### src/rtl/ifq_pkg.sv
package ifq_pkg;
   typedef enum logic [1:0] {
      BUS_IDLE  = 2'd0,
      BUS_FETCH = 2'd1,
      BUS_OPER  = 2'd2
   } bus_st_t;

   localparam int BYTE_W = 8;
endpackage

### src/rtl/ifq_phys_addr.sv
module ifq_phys_addr #(
   parameter int SEG_W  = 16,
   parameter int OFS_W  = 16,
   parameter int SHIFT  = 4,
   parameter int ADDR_W = 20
) (
   input  logic [SEG_W-1:0]  seg_i,
   input  logic [OFS_W-1:0]  ofs_i,
   output logic [ADDR_W-1:0] phys_o
);
   localparam int SEG_SPAN = SEG_W + SHIFT;

   generate
      if (ADDR_W < 1) begin : g_bad_width
         $error("ifq_phys_addr: ADDR_W must be positive");
      end
      if (SHIFT == 0) begin : g_no_shift
         assign phys_o = ADDR_W'(seg_i) + ADDR_W'(ofs_i);
      end else begin : g_shift
         logic [SEG_SPAN-1:0] seg_base;
         assign seg_base = {seg_i, {SHIFT{1'b0}}};
         assign phys_o   = ADDR_W'(seg_base) + ADDR_W'(ofs_i);
      end
   endgenerate
endmodule

### src/rtl/ifq_byte_queue.sv
module ifq_byte_queue #(
   parameter int DEPTH = 6,
   parameter int LANES = 2,
   localparam int CNT_W = $clog2(DEPTH + 1),
   localparam int LW    = $clog2(LANES + 1)
) (
   input  logic               clk,
   input  logic               rst_n,
   input  logic               flush_i,
   input  logic [LW-1:0]      push_n_i,
   input  logic [LANES*8-1:0] push_data_i,
   input  logic               pop_i,
   output logic [7:0]         head_o,
   output logic               valid_o,
   output logic [CNT_W-1:0]   count_o
);
   localparam int IDX_W = (DEPTH > 1) ? $clog2(DEPTH) : 1;
   localparam int SUM_W = $clog2(2 * DEPTH + 1) + 1;

   generate
      if (DEPTH < LANES) begin : g_bad_depth
         $error("ifq_byte_queue: DEPTH must hold one full bus word");
      end
   endgenerate

   logic [7:0]       slot_q [DEPTH];
   logic [IDX_W-1:0] rd_q;
   logic [CNT_W-1:0] cnt_q;
   logic             pop_eff;

   function automatic logic [IDX_W-1:0] wrap_idx(input logic [SUM_W-1:0] v);
      logic [SUM_W-1:0] r;
      r = v;
      if (r >= SUM_W'(DEPTH)) r = r - SUM_W'(DEPTH);
      if (r >= SUM_W'(DEPTH)) r = r - SUM_W'(DEPTH);
      return IDX_W'(r);
   endfunction

   assign valid_o = (cnt_q != '0);
   assign head_o  = slot_q[rd_q];
   assign count_o = cnt_q;
   assign pop_eff = pop_i && valid_o && !flush_i;

   always_ff @(posedge clk) begin
      if (!flush_i) begin
         for (int k = 0; k < LANES; k++) begin
            if (32'(push_n_i) > k) begin
               slot_q[wrap_idx(SUM_W'(rd_q) + SUM_W'(cnt_q) + SUM_W'(k))] <= push_data_i[k*8 +: 8];
            end
         end
      end
   end

   always_ff @(posedge clk) begin
      if (!rst_n) begin
         rd_q  <= '0;
         cnt_q <= '0;
      end else if (flush_i) begin
         rd_q  <= '0;
         cnt_q <= '0;
      end else begin
         if (pop_eff) rd_q <= wrap_idx(SUM_W'(rd_q) + SUM_W'(1));
         cnt_q <= cnt_q + CNT_W'(push_n_i) - CNT_W'(pop_eff);
      end
   end

   // a push never exceeds the free room
   a_r5_no_overflow: assert property (@(posedge clk) disable iff (!rst_n)
      !flush_i |-> (32'(push_n_i) + 32'(cnt_q) - 32'(pop_eff) <= DEPTH));

   // a flush leaves the queue empty
   a_r9_flush_clears: assert property (@(posedge clk) disable iff (!rst_n)
      flush_i |=> !valid_o);

   // an unconsumed head byte holds
   a_r3_head_hold: assert property (@(posedge clk) disable iff (!rst_n)
      (valid_o && !pop_i && !flush_i) |=> (valid_o && $stable(head_o)));
endmodule

### src/rtl/ifq_bus_seq.sv
module ifq_bus_seq
   import ifq_pkg::*;
#(
   parameter int SEG_W     = 16,
   parameter int OFS_W     = 16,
   parameter int SHIFT     = 4,
   parameter int ADDR_W    = 20,
   parameter int BUS_W     = 16,
   parameter int DEPTH     = 6,
   parameter logic [OFS_W-1:0] RESET_OFS = '0,
   localparam int LANES    = BUS_W / 8,
   localparam int CNT_W    = $clog2(DEPTH + 1),
   localparam int LW       = $clog2(LANES + 1)
) (
   input  logic               clk,
   input  logic               rst_n,
   input  logic [SEG_W-1:0]   code_seg_i,
   input  logic               jump_i,
   input  logic [OFS_W-1:0]   jump_ofs_i,
   input  logic               op_req_i,
   input  logic               op_we_i,
   input  logic [SEG_W-1:0]   op_seg_i,
   input  logic [OFS_W-1:0]   op_ofs_i,
   input  logic [BUS_W-1:0]   op_wdata_i,
   output logic               op_done_o,
   output logic [BUS_W-1:0]   op_rdata_o,
   input  logic [CNT_W-1:0]   q_free_i,
   output logic [LW-1:0]      push_n_o,
   output logic [BUS_W-1:0]   push_data_o,
   output logic               mem_req_o,
   output logic               mem_we_o,
   output logic [ADDR_W-1:0]  mem_addr_o,
   output logic [BUS_W-1:0]   mem_wdata_o,
   input  logic               mem_ack_i,
   input  logic [BUS_W-1:0]   mem_rdata_i
);
   localparam int MIN_FREE = LANES;

   generate
      if (BUS_W != 16) begin : g_bad_bus
         $error("ifq_bus_seq: the byte steering expects a 16-bit bus");
      end
   endgenerate

   bus_st_t          st_q;
   logic [OFS_W-1:0] fetch_ofs_q;
   logic             discard_q;
   logic [ADDR_W-1:0] fetch_pa, op_pa;
   logic             start_fetch, accept, odd_fetch;

   ifq_phys_addr #(.SEG_W(SEG_W), .OFS_W(OFS_W), .SHIFT(SHIFT), .ADDR_W(ADDR_W))
      u_fetch_pa (.seg_i(code_seg_i), .ofs_i(fetch_ofs_q), .phys_o(fetch_pa));

   ifq_phys_addr #(.SEG_W(SEG_W), .OFS_W(OFS_W), .SHIFT(SHIFT), .ADDR_W(ADDR_W))
      u_op_pa (.seg_i(op_seg_i), .ofs_i(op_ofs_i), .phys_o(op_pa));

   always_comb begin
      start_fetch = (st_q == BUS_IDLE) && !op_req_i && !jump_i &&
                    (q_free_i >= CNT_W'(MIN_FREE));
      odd_fetch   = mem_addr_o[0];
      accept      = (st_q == BUS_FETCH) && mem_ack_i && !discard_q && !jump_i;
      push_n_o    = '0;
      push_data_o = mem_rdata_i;
      if (accept) begin
         if (odd_fetch) begin
            push_n_o    = LW'(1);
            push_data_o = {8'h00, mem_rdata_i[15:8]};
         end else begin
            push_n_o    = LW'(2);
         end
      end
   end

   always_ff @(posedge clk) begin
      if (!rst_n) begin
         st_q        <= BUS_IDLE;
         fetch_ofs_q <= RESET_OFS;
         discard_q   <= 1'b0;
         mem_req_o   <= 1'b0;
         mem_we_o    <= 1'b0;
         mem_addr_o  <= '0;
         mem_wdata_o <= '0;
         op_done_o   <= 1'b0;
         op_rdata_o  <= '0;
      end else begin
         op_done_o <= 1'b0;
         if (jump_i) begin
            fetch_ofs_q <= jump_ofs_i;
            if (st_q == BUS_FETCH && !mem_ack_i) discard_q <= 1'b1;
         end
         case (st_q)
            BUS_IDLE: begin
               if (op_req_i) begin
                  mem_req_o   <= 1'b1;
                  mem_we_o    <= op_we_i;
                  mem_addr_o  <= op_pa;
                  mem_wdata_o <= op_wdata_i;
                  st_q        <= BUS_OPER;
               end else if (start_fetch) begin
                  mem_req_o  <= 1'b1;
                  mem_we_o   <= 1'b0;
                  mem_addr_o <= fetch_pa;
                  st_q       <= BUS_FETCH;
               end
            end
            BUS_FETCH: begin
               if (mem_ack_i) begin
                  mem_req_o <= 1'b0;
                  discard_q <= 1'b0;
                  st_q      <= BUS_IDLE;
                  if (accept) begin
                     fetch_ofs_q <= fetch_ofs_q + (odd_fetch ? OFS_W'(1) : OFS_W'(2));
                  end
               end
            end
            BUS_OPER: begin
               if (mem_ack_i) begin
                  mem_req_o  <= 1'b0;
                  mem_we_o   <= 1'b0;
                  op_done_o  <= 1'b1;
                  op_rdata_o <= mem_rdata_i;
                  st_q       <= BUS_IDLE;
               end
            end
            default: st_q <= BUS_IDLE;
         endcase
      end
   end

   // request, address and direction hold until acknowledged
   a_r6_hold_req: assert property (@(posedge clk) disable iff (!rst_n)
      (mem_req_o && !mem_ack_i) |=> (mem_req_o && $stable(mem_addr_o) && $stable(mem_we_o)));

   // full queue and no operand keeps the bus quiet
   a_r5_idle_full: assert property (@(posedge clk) disable iff (!rst_n)
      (st_q == BUS_IDLE && q_free_i == '0 && !op_req_i) |=> !mem_req_o);

   // an unfinished fetch stays on the bus as a read
   a_r7_fetch_first: assert property (@(posedge clk) disable iff (!rst_n)
      (st_q == BUS_FETCH && !mem_ack_i) |=> (mem_req_o && !mem_we_o));

   // completion is a single-cycle pulse
   a_r8_done_pulse: assert property (@(posedge clk) disable iff (!rst_n)
      op_done_o |=> !op_done_o);
endmodule

### src/rtl/ifq_front.sv
module ifq_front #(
   parameter int SEG_W  = 16,
   parameter int OFS_W  = 16,
   parameter int SHIFT  = 4,
   parameter int ADDR_W = 20,
   parameter int BUS_W  = 16,
   parameter int DEPTH  = 6,
   parameter logic [OFS_W-1:0] RESET_OFS = '0
) (
   input  logic              clk,
   input  logic              rst_n,
   input  logic [SEG_W-1:0]  code_seg_i,
   input  logic              jump_i,
   input  logic [OFS_W-1:0]  jump_ofs_i,
   output logic              q_valid_o,
   output logic [7:0]        q_byte_o,
   input  logic              q_ready_i,
   input  logic              op_req_i,
   input  logic              op_we_i,
   input  logic [SEG_W-1:0]  op_seg_i,
   input  logic [OFS_W-1:0]  op_ofs_i,
   input  logic [BUS_W-1:0]  op_wdata_i,
   output logic              op_done_o,
   output logic [BUS_W-1:0]  op_rdata_o,
   output logic              mem_req_o,
   output logic              mem_we_o,
   output logic [ADDR_W-1:0] mem_addr_o,
   output logic [BUS_W-1:0]  mem_wdata_o,
   input  logic              mem_ack_i,
   input  logic [BUS_W-1:0]  mem_rdata_i
);
   localparam int LANES = BUS_W / 8;
   localparam int CNT_W = $clog2(DEPTH + 1);
   localparam int LW    = $clog2(LANES + 1);

   logic [CNT_W-1:0] q_count, q_free;
   logic [LW-1:0]    push_n;
   logic [BUS_W-1:0] push_data;

   assign q_free = CNT_W'(DEPTH) - q_count;

   ifq_bus_seq #(
      .SEG_W(SEG_W), .OFS_W(OFS_W), .SHIFT(SHIFT), .ADDR_W(ADDR_W),
      .BUS_W(BUS_W), .DEPTH(DEPTH), .RESET_OFS(RESET_OFS)
   ) u_bus (
      .clk(clk), .rst_n(rst_n),
      .code_seg_i(code_seg_i), .jump_i(jump_i), .jump_ofs_i(jump_ofs_i),
      .op_req_i(op_req_i), .op_we_i(op_we_i), .op_seg_i(op_seg_i),
      .op_ofs_i(op_ofs_i), .op_wdata_i(op_wdata_i),
      .op_done_o(op_done_o), .op_rdata_o(op_rdata_o),
      .q_free_i(q_free), .push_n_o(push_n), .push_data_o(push_data),
      .mem_req_o(mem_req_o), .mem_we_o(mem_we_o), .mem_addr_o(mem_addr_o),
      .mem_wdata_o(mem_wdata_o), .mem_ack_i(mem_ack_i), .mem_rdata_i(mem_rdata_i)
   );

   ifq_byte_queue #(.DEPTH(DEPTH), .LANES(LANES)) u_queue (
      .clk(clk), .rst_n(rst_n), .flush_i(jump_i),
      .push_n_i(push_n), .push_data_i(push_data), .pop_i(q_ready_i),
      .head_o(q_byte_o), .valid_o(q_valid_o), .count_o(q_count)
   );

   // nothing is offered or requested during reset
   a_r1_reset_quiet: assert property (@(posedge clk)
      !rst_n |=> (!q_valid_o && !mem_req_o) or rst_n);
endmodule

### config.mk
export PLATFORM = sky130hd
export DESIGN_NAME = ifq_front
export DESIGN_NICKNAME = d
export VERILOG_FILES = /design/src/rtl/ifq_pkg.sv /design/src/rtl/ifq_phys_addr.sv /design/src/rtl/ifq_byte_queue.sv /design/src/rtl/ifq_bus_seq.sv /design/src/rtl/ifq_front.sv
export SDC_FILE = /design/constraint.sdc
export NUM_CORES = 1
export LEC_CHECK = 0
export CORE_ASPECT_RATIO = 0.75
export CORE_UTILIZATION = 50
export DETAILED_ROUTE_END_ITERATION = 7
export HOLD_SLACK_MARGIN = 0.03
export PLACE_DENSITY = 0.74
export SYNTH_ARGS = -nofsm -noshare
export SYNTH_HDL_FRONTEND = slang
export SYNTH_SLANG_ARGS = --single-unit
### constraint.sdc
create_clock -name clk -period 10.8 [get_ports clk]
set_input_delay 1.62 -clock clk [delete_from_list [all_inputs] [get_ports clk]]
set_output_delay 1.62 -clock clk [all_outputs]
set_load 0.01 [all_outputs]
==> run_summary.xml <==
<?xml version="1.0" encoding="UTF-8"?>
<metrics>
  <group name="power">
    <metric name="cellLeakagePower" unit="nW">4.132</metric>
    <metric name="p_clk_share" unit="%">42.3</metric>
    <metric name="power.combinational.fraction" unit="%">18.8</metric>
    <metric name="swShare" unit="%">26.40</metric>
    <metric name="p_per_area" unit="mW/mm^2">133.9</metric>
    <metric name="peakVddDrop" unit="mV">0.1049</metric>
    <metric name="internal_power" unit="mW">1.049</metric>
    <metric name="p_seq_share" unit="%">39.0</metric>
    <metric name="p_sw" unit="mW">0.3762</metric>
  </group>
  <group name="finish">
    <metric name="finalNetCount" unit="">1183</metric>
    <metric name="number_of_fill_cells_in_the_layout" unit="">1306</metric>
    <metric name="area_growth" unit="%">29.65</metric>
    <metric name="final_layout_size_suffix_gt1_share" unit="%">10.21</metric>
    <metric name="multi_input_gate_area" unit="sq mm">0.004835</metric>
    <metric name="post_route_design_area" unit="sq mm">0.01065</metric>
    <metric name="layout.cells.most_common_list" unit="">sky130_fd_sc_hd__clkdlybuf4s50_1 (165), sky130_fd_sc_hd__nand2_1 (134), sky130_fd_sc_hd__dfxtp_1 (83)</metric>
    <metric name="num_antenna_cells" unit="">0</metric>
    <metric name="final_common_cell" unit="">sky130_fd_sc_hd__clkdlybuf4s50_1</metric>
    <metric name="ff_latch_area" unit="sq mm">0.003103</metric>
  </group>
  <group name="min_path">
    <metric name="worst_hold_path.num_cells" unit="">2</metric>
    <metric name="holdCritPathClass" unit="">flop to flop</metric>
    <metric name="hold_path.startpoint" unit="">u_bus.mem_wdata_o[11]</metric>
    <metric name="min_to" unit="">u_bus.mem_wdata_o[11]</metric>
  </group>
  <group name="floorplanning">
    <metric name="floorplan.die.width" unit="microns">150.0</metric>
    <metric name="initial_core_util" unit="%">51.27</metric>
    <metric name="die_height" unit="microns">113.0</metric>
    <metric name="core" unit="sq mm">0.01602</metric>
    <metric name="placement_row_count" unit="">40</metric>
    <metric name="io-pin-count" unit="">167</metric>
    <metric name="die_area" unit="sq mm">0.01695</metric>
  </group>
  <group name="clock_network">
    <metric name="gates_resized_cts_repair" unit="">0</metric>
    <metric name="cts-htree-levels" unit="">4</metric>
    <metric name="cts_num_sinks" unit="">131</metric>
    <metric name="clockRootBuffer" unit="">sky130_fd_sc_hd__clkbuf_16</metric>
    <metric name="tritoncts" unit="">done</metric>
    <metric name="numCtsBuffers" unit="">17</metric>
    <metric name="clk_path_buf_depth" unit="">2</metric>
    <metric name="cts.reportedPaths.clkPinSlew" unit="ps">60</metric>
    <metric name="cts_hold_buffers" unit="">0</metric>
    <metric name="insertion_delay" unit="ps">430</metric>
    <metric name="postCtsSetupRepairBufs" unit="">0</metric>
  </group>
  <group name="flow_run">
    <metric name="max_cap_violations" unit="">0</metric>
  </group>
  <group name="place">
    <metric name="dp_slack" unit="ps">5605</metric>
    <metric name="number_of_port_buffers" unit="">166</metric>
    <metric name="place.gp.congestion" unit="">0.9171</metric>
    <metric name="dp_hpwl" unit="microns">15810</metric>
    <metric name="placement.cell_area" unit="sq mm">0.01003</metric>
  </group>
  <group name="timing">
    <metric name="final-max-slew-violation-count" unit="">0</metric>
    <metric name="post-route-period-util" unit="%">48.30</metric>
    <metric name="tightest_slew" unit="ps">981.6</metric>
    <metric name="setup_ws" unit="ps">5583</metric>
    <metric name="timing.max_slew.rel_slack" unit="%">33.87</metric>
    <metric name="hold_viol_final" unit="">0</metric>
    <metric name="rsz_0062_raised_after_global_routing" unit="">no</metric>
    <metric name="setup_total_negative_slack" unit="ps">0</metric>
    <metric name="clock.fmax" unit="GHz">0.1917</metric>
    <metric name="finClkSkew" unit="ps">10.00</metric>
    <metric name="fin_crit" unit="ps">5217</metric>
    <metric name="timing.final.setup_violations" unit="">0</metric>
  </group>
  <group name="global_routing">
    <metric name="grt_pass1_wl" unit="microns">35180</metric>
    <metric name="busiest_layer" unit="">met1</metric>
    <metric name="grt_max_degree" unit="">78</metric>
    <metric name="met3_usage" unit="%">7.419</metric>
    <metric name="first_global_vias" unit="">6744</metric>
    <metric name="grt_overflow" unit="">0</metric>
    <metric name="initial_antenna_violation_count" unit="">0</metric>
    <metric name="gr-usage-all-layers" unit="%">26.91</metric>
    <metric name="grtUsageMet1" unit="%">39.09</metric>
    <metric name="grtUsageMet2" unit="%">38.80</metric>
  </group>
  <group name="logic_synthesis">
    <metric name="syn_inst" unit="">870</metric>
    <metric name="synth_enable_flop_cells" unit="">48</metric>
    <metric name="proportion_of_register_bits_with_asynchronous_set_or_reset_after_synthesis" unit="%">0</metric>
    <metric name="synthesized_netlist_net_count" unit="">1028</metric>
    <metric name="dominantRegCellSynth" unit="">sky130_fd_sc_hd__dfxtp_1</metric>
    <metric name="postSynthRegisterBits" unit="">131</metric>
    <metric name="netlist-cell-type-count" unit="">64</metric>
    <metric name="yosys_warnings" unit="">0</metric>
    <metric name="synth_area" unit="sq mm">0.008212</metric>
    <metric name="synthesis.area_per_instance" unit="sq um">9.439</metric>
    <metric name="post_synthesis_sequential_area_ratio" unit="%">37.79</metric>
  </group>
  <group name="route">
    <metric name="drc" unit="">0</metric>
    <metric name="drt-initial-drc-count" unit="">516</metric>
    <metric name="dr_vias" unit="">6974</metric>
    <metric name="avgRoutedWirePerCell" unit="microns">17.41</metric>
    <metric name="postRouteWirelength" unit="microns">21730</metric>
    <metric name="length_of_the_first_detailed_routing_pass_in_iterations" unit="">5</metric>
    <metric name="number_of_nets_with_antenna_violations_after_detailed_routing" unit="">0</metric>
    <metric name="route.detailed.vias_per_inst" unit="">5.588</metric>
  </group>
  <group name="critical_path">
    <metric name="timing.reg2reg.worst_path_depth" unit="">15</metric>
    <metric name="crit_path_max_incr_delay" unit="ps">700</metric>
    <metric name="cp_data_arrival_time" unit="ps">5260</metric>
    <metric name="critical_path_buf_inv_count" unit="">1</metric>
    <metric name="crit_top_cell" unit="">sky130_fd_sc_hd__ha_1</metric>
    <metric name="end_kind" unit="">flop</metric>
    <metric name="reg2reg_from" unit="">u_queue.rd_q[0]</metric>
    <metric name="path_delay_family" unit="">adder cells</metric>
    <metric name="regToRegSetupSlack" unit="ps">5580</metric>
    <metric name="worstReg2RegEnd" unit="">u_queue.slot_q[5][4]</metric>
    <metric name="cp.required" unit="ps">10850</metric>
    <metric name="critPathMaxFanout" unit="">9</metric>
    <metric name="cp_slowest_cell" unit="">sky130_fd_sc_hd__o22ai_1</metric>
    <metric name="crit_path_cell_trace" unit="">ha_1 &gt; fa_1 &gt; ha_1 &gt; xor3_1 &gt; ha_1 &gt; a211o_1 &gt; a221oi_1 &gt; a21oi_1 &gt; nand2_2 &gt; inv_1 &gt; ha_1 &gt; or3_1 &gt; nor3_1 &gt; a31oi_1 &gt; o22ai_1</metric>
    <metric name="worstSetupStartpointType" unit="">flop</metric>
    <metric name="critical_path_class" unit="">flop to flop</metric>
  </group>
  <group name="status">
    <metric name="outcome" unit="">finished clean</metric>
  </group>
</metrics>
-- cell families after synthesis --
family                   Yosys count  share of synthesized area, %
AND/OR/NAND/NOR                  282                         15.86
multiplexers                      79                         11.98
flip-flops                       131                         37.79
XOR/XNOR                          46                         5.089
adder cells (fa/ha/maj)           55                         8.837
AO/OA/AOI/OAI                    207                         17.11
buffers and inverters             70                         3.337
-- power groups by stage --
stage          Sequential (mW)  Clock, mW  Combinational (mW)
6_report                 0.555      0.602               0.268
3_3_place_gp             0.565          0               0.262
2_1_floorplan            0.570          0               0.137
3_5_place_dp             0.565          0               0.265
4_1_cts                  0.555      0.609               0.268
5_1_grt                  0.558      0.624               0.296
-- synth_stat cells (5+ instances only) --
| master | count | area share [%] |
|---|---|---|
| sky130_fd_sc_hd__nor2_1 | 46 | 2.1 |
| sky130_fd_sc_hd__or3_1 | 5 | 0.38 |
| sky130_fd_sc_hd__nor3_1 | 16 | 0.98 |
| sky130_fd_sc_hd__o211a_1 | 10 | 1.2 |
| sky130_fd_sc_hd__a31oi_1 | 5 | 0.38 |
| sky130_fd_sc_hd__inv_1 | 35 | 1.6 |
| sky130_fd_sc_hd__nand3_1 | 21 | 1.3 |
| sky130_fd_sc_hd__mux2_4 | 8 | 1.5 |
| sky130_fd_sc_hd__clkbuf_1 | 28 | 1.3 |
| sky130_fd_sc_hd__nor2b_1 | 9 | 0.69 |
| sky130_fd_sc_hd__ha_1 | 50 | 7.6 |
| sky130_fd_sc_hd__a21oi_1 | 42 | 2.6 |
| sky130_fd_sc_hd__mux2_2 | 42 | 5.8 |
| sky130_fd_sc_hd__and3_1 | 7 | 0.53 |
| sky130_fd_sc_hd__xor2_1 | 19 | 2.0 |
| sky130_fd_sc_hd__o21a_1 | 7 | 0.64 |
| sky130_fd_sc_hd__and2_1 | 22 | 1.7 |
| sky130_fd_sc_hd__nand2b_1 | 5 | 0.38 |
| sky130_fd_sc_hd__xnor2_1 | 26 | 2.8 |
| sky130_fd_sc_hd__a21boi_0 | 39 | 3.6 |
| sky130_fd_sc_hd__o21ai_0 | 46 | 2.8 |
| sky130_fd_sc_hd__o22ai_1 | 5 | 0.38 |
| sky130_fd_sc_hd__edfxtp_1 | 48 | 18 |
| sky130_fd_sc_hd__fa_1 | 5 | 1.2 |
| sky130_fd_sc_hd__nand2_1 | 134 | 6.1 |
| sky130_fd_sc_hd__mux2i_1 | 21 | 2.6 |
| sky130_fd_sc_hd__dfxtp_1 | 83 | 20 |
| sky130_fd_sc_hd__mux4_2 | 8 | 2.2 |
| sky130_fd_sc_hd__a211o_1 | 5 | 0.53 |
| sky130_fd_sc_hd__a21o_1 | 12 | 1.1 |
-- per-stage QoR --
stage | utilization [%] | hold WS [ps] | instances | power (mW)
after floorplan | - | 465.3 | 870 | 0.7074
after global placement | 62.60 | 451.1 | 1216 | 0.8273
after detailed placement | 62.60 | 458.5 | 1216 | 0.8298
after CTS | 66.48 | 466.3 | 1248 | 1.432
after global routing | 66.48 | 486.0 | 1248 | 1.479
final | 66.48 | 464.0 | 1248 | 1.425
-- flip-flops by register name, summed over array words and instances (netlist names), named ones only --
register,cells
u_queue.count_o,3
u_bus.fetch_ofs_q,16
u_queue.rd_q,3
u_bus.mem_we_o,1
u_bus.mem_req_o,1
u_bus.discard_q,1
u_bus.mem_wdata_o,16
u_bus.op_done_o,1
u_bus.op_rdata_o,16
u_queue.slot_q,48
u_bus.st_q,2
u_bus.mem_addr_o,20
-- area by class of cell --
class / count / share of cell area, %
Multi-Input combinational cell: 669 / 45.41
Clock buffer: 22 / 4.666
Inverter: 35 / 1.234
Sequential cell: 131 / 29.15
Clock inverter: 10 / 1.163
Timing Repair Buffer: 171 / 15.91
Tap cell: 210 / 2.468
-- worst min-delay path: cells and delay by family, from the launching register on --
family	cells	cell delay (ps)
AOI/OAI and AO/OA	1	60
and+or+nand+nor	1	50
DFF	1	310
-- worst max path at each step --
stage | startpoint | end | slack (ps) | cells past startpoint
floorplan | u_queue.rd_q[0] | u_queue.slot_q[1][0] | 6150 | 16
global placement | u_queue.rd_q[0] | u_queue.slot_q[5][6] | 5770 | 15
CTS | u_queue.rd_q[0] | u_queue.slot_q[5][4] | 5590 | 15
global route | u_queue.rd_q[0] | u_queue.slot_q[5][3] | 5140 | 15
detailed placement | u_queue.rd_q[0] | u_queue.slot_q[5][5] | 5600 | 15
finish | u_queue.rd_q[0] | u_queue.slot_q[5][4] | 5580 | 15
-- routing by layer --
layer,vias up,routed length [microns]
met3,23,2031
met2,291,9026
met5,-,0
met4,0,264
met1,3222,10410
li1,3438,-
Power figures use the tool's default switching activity.
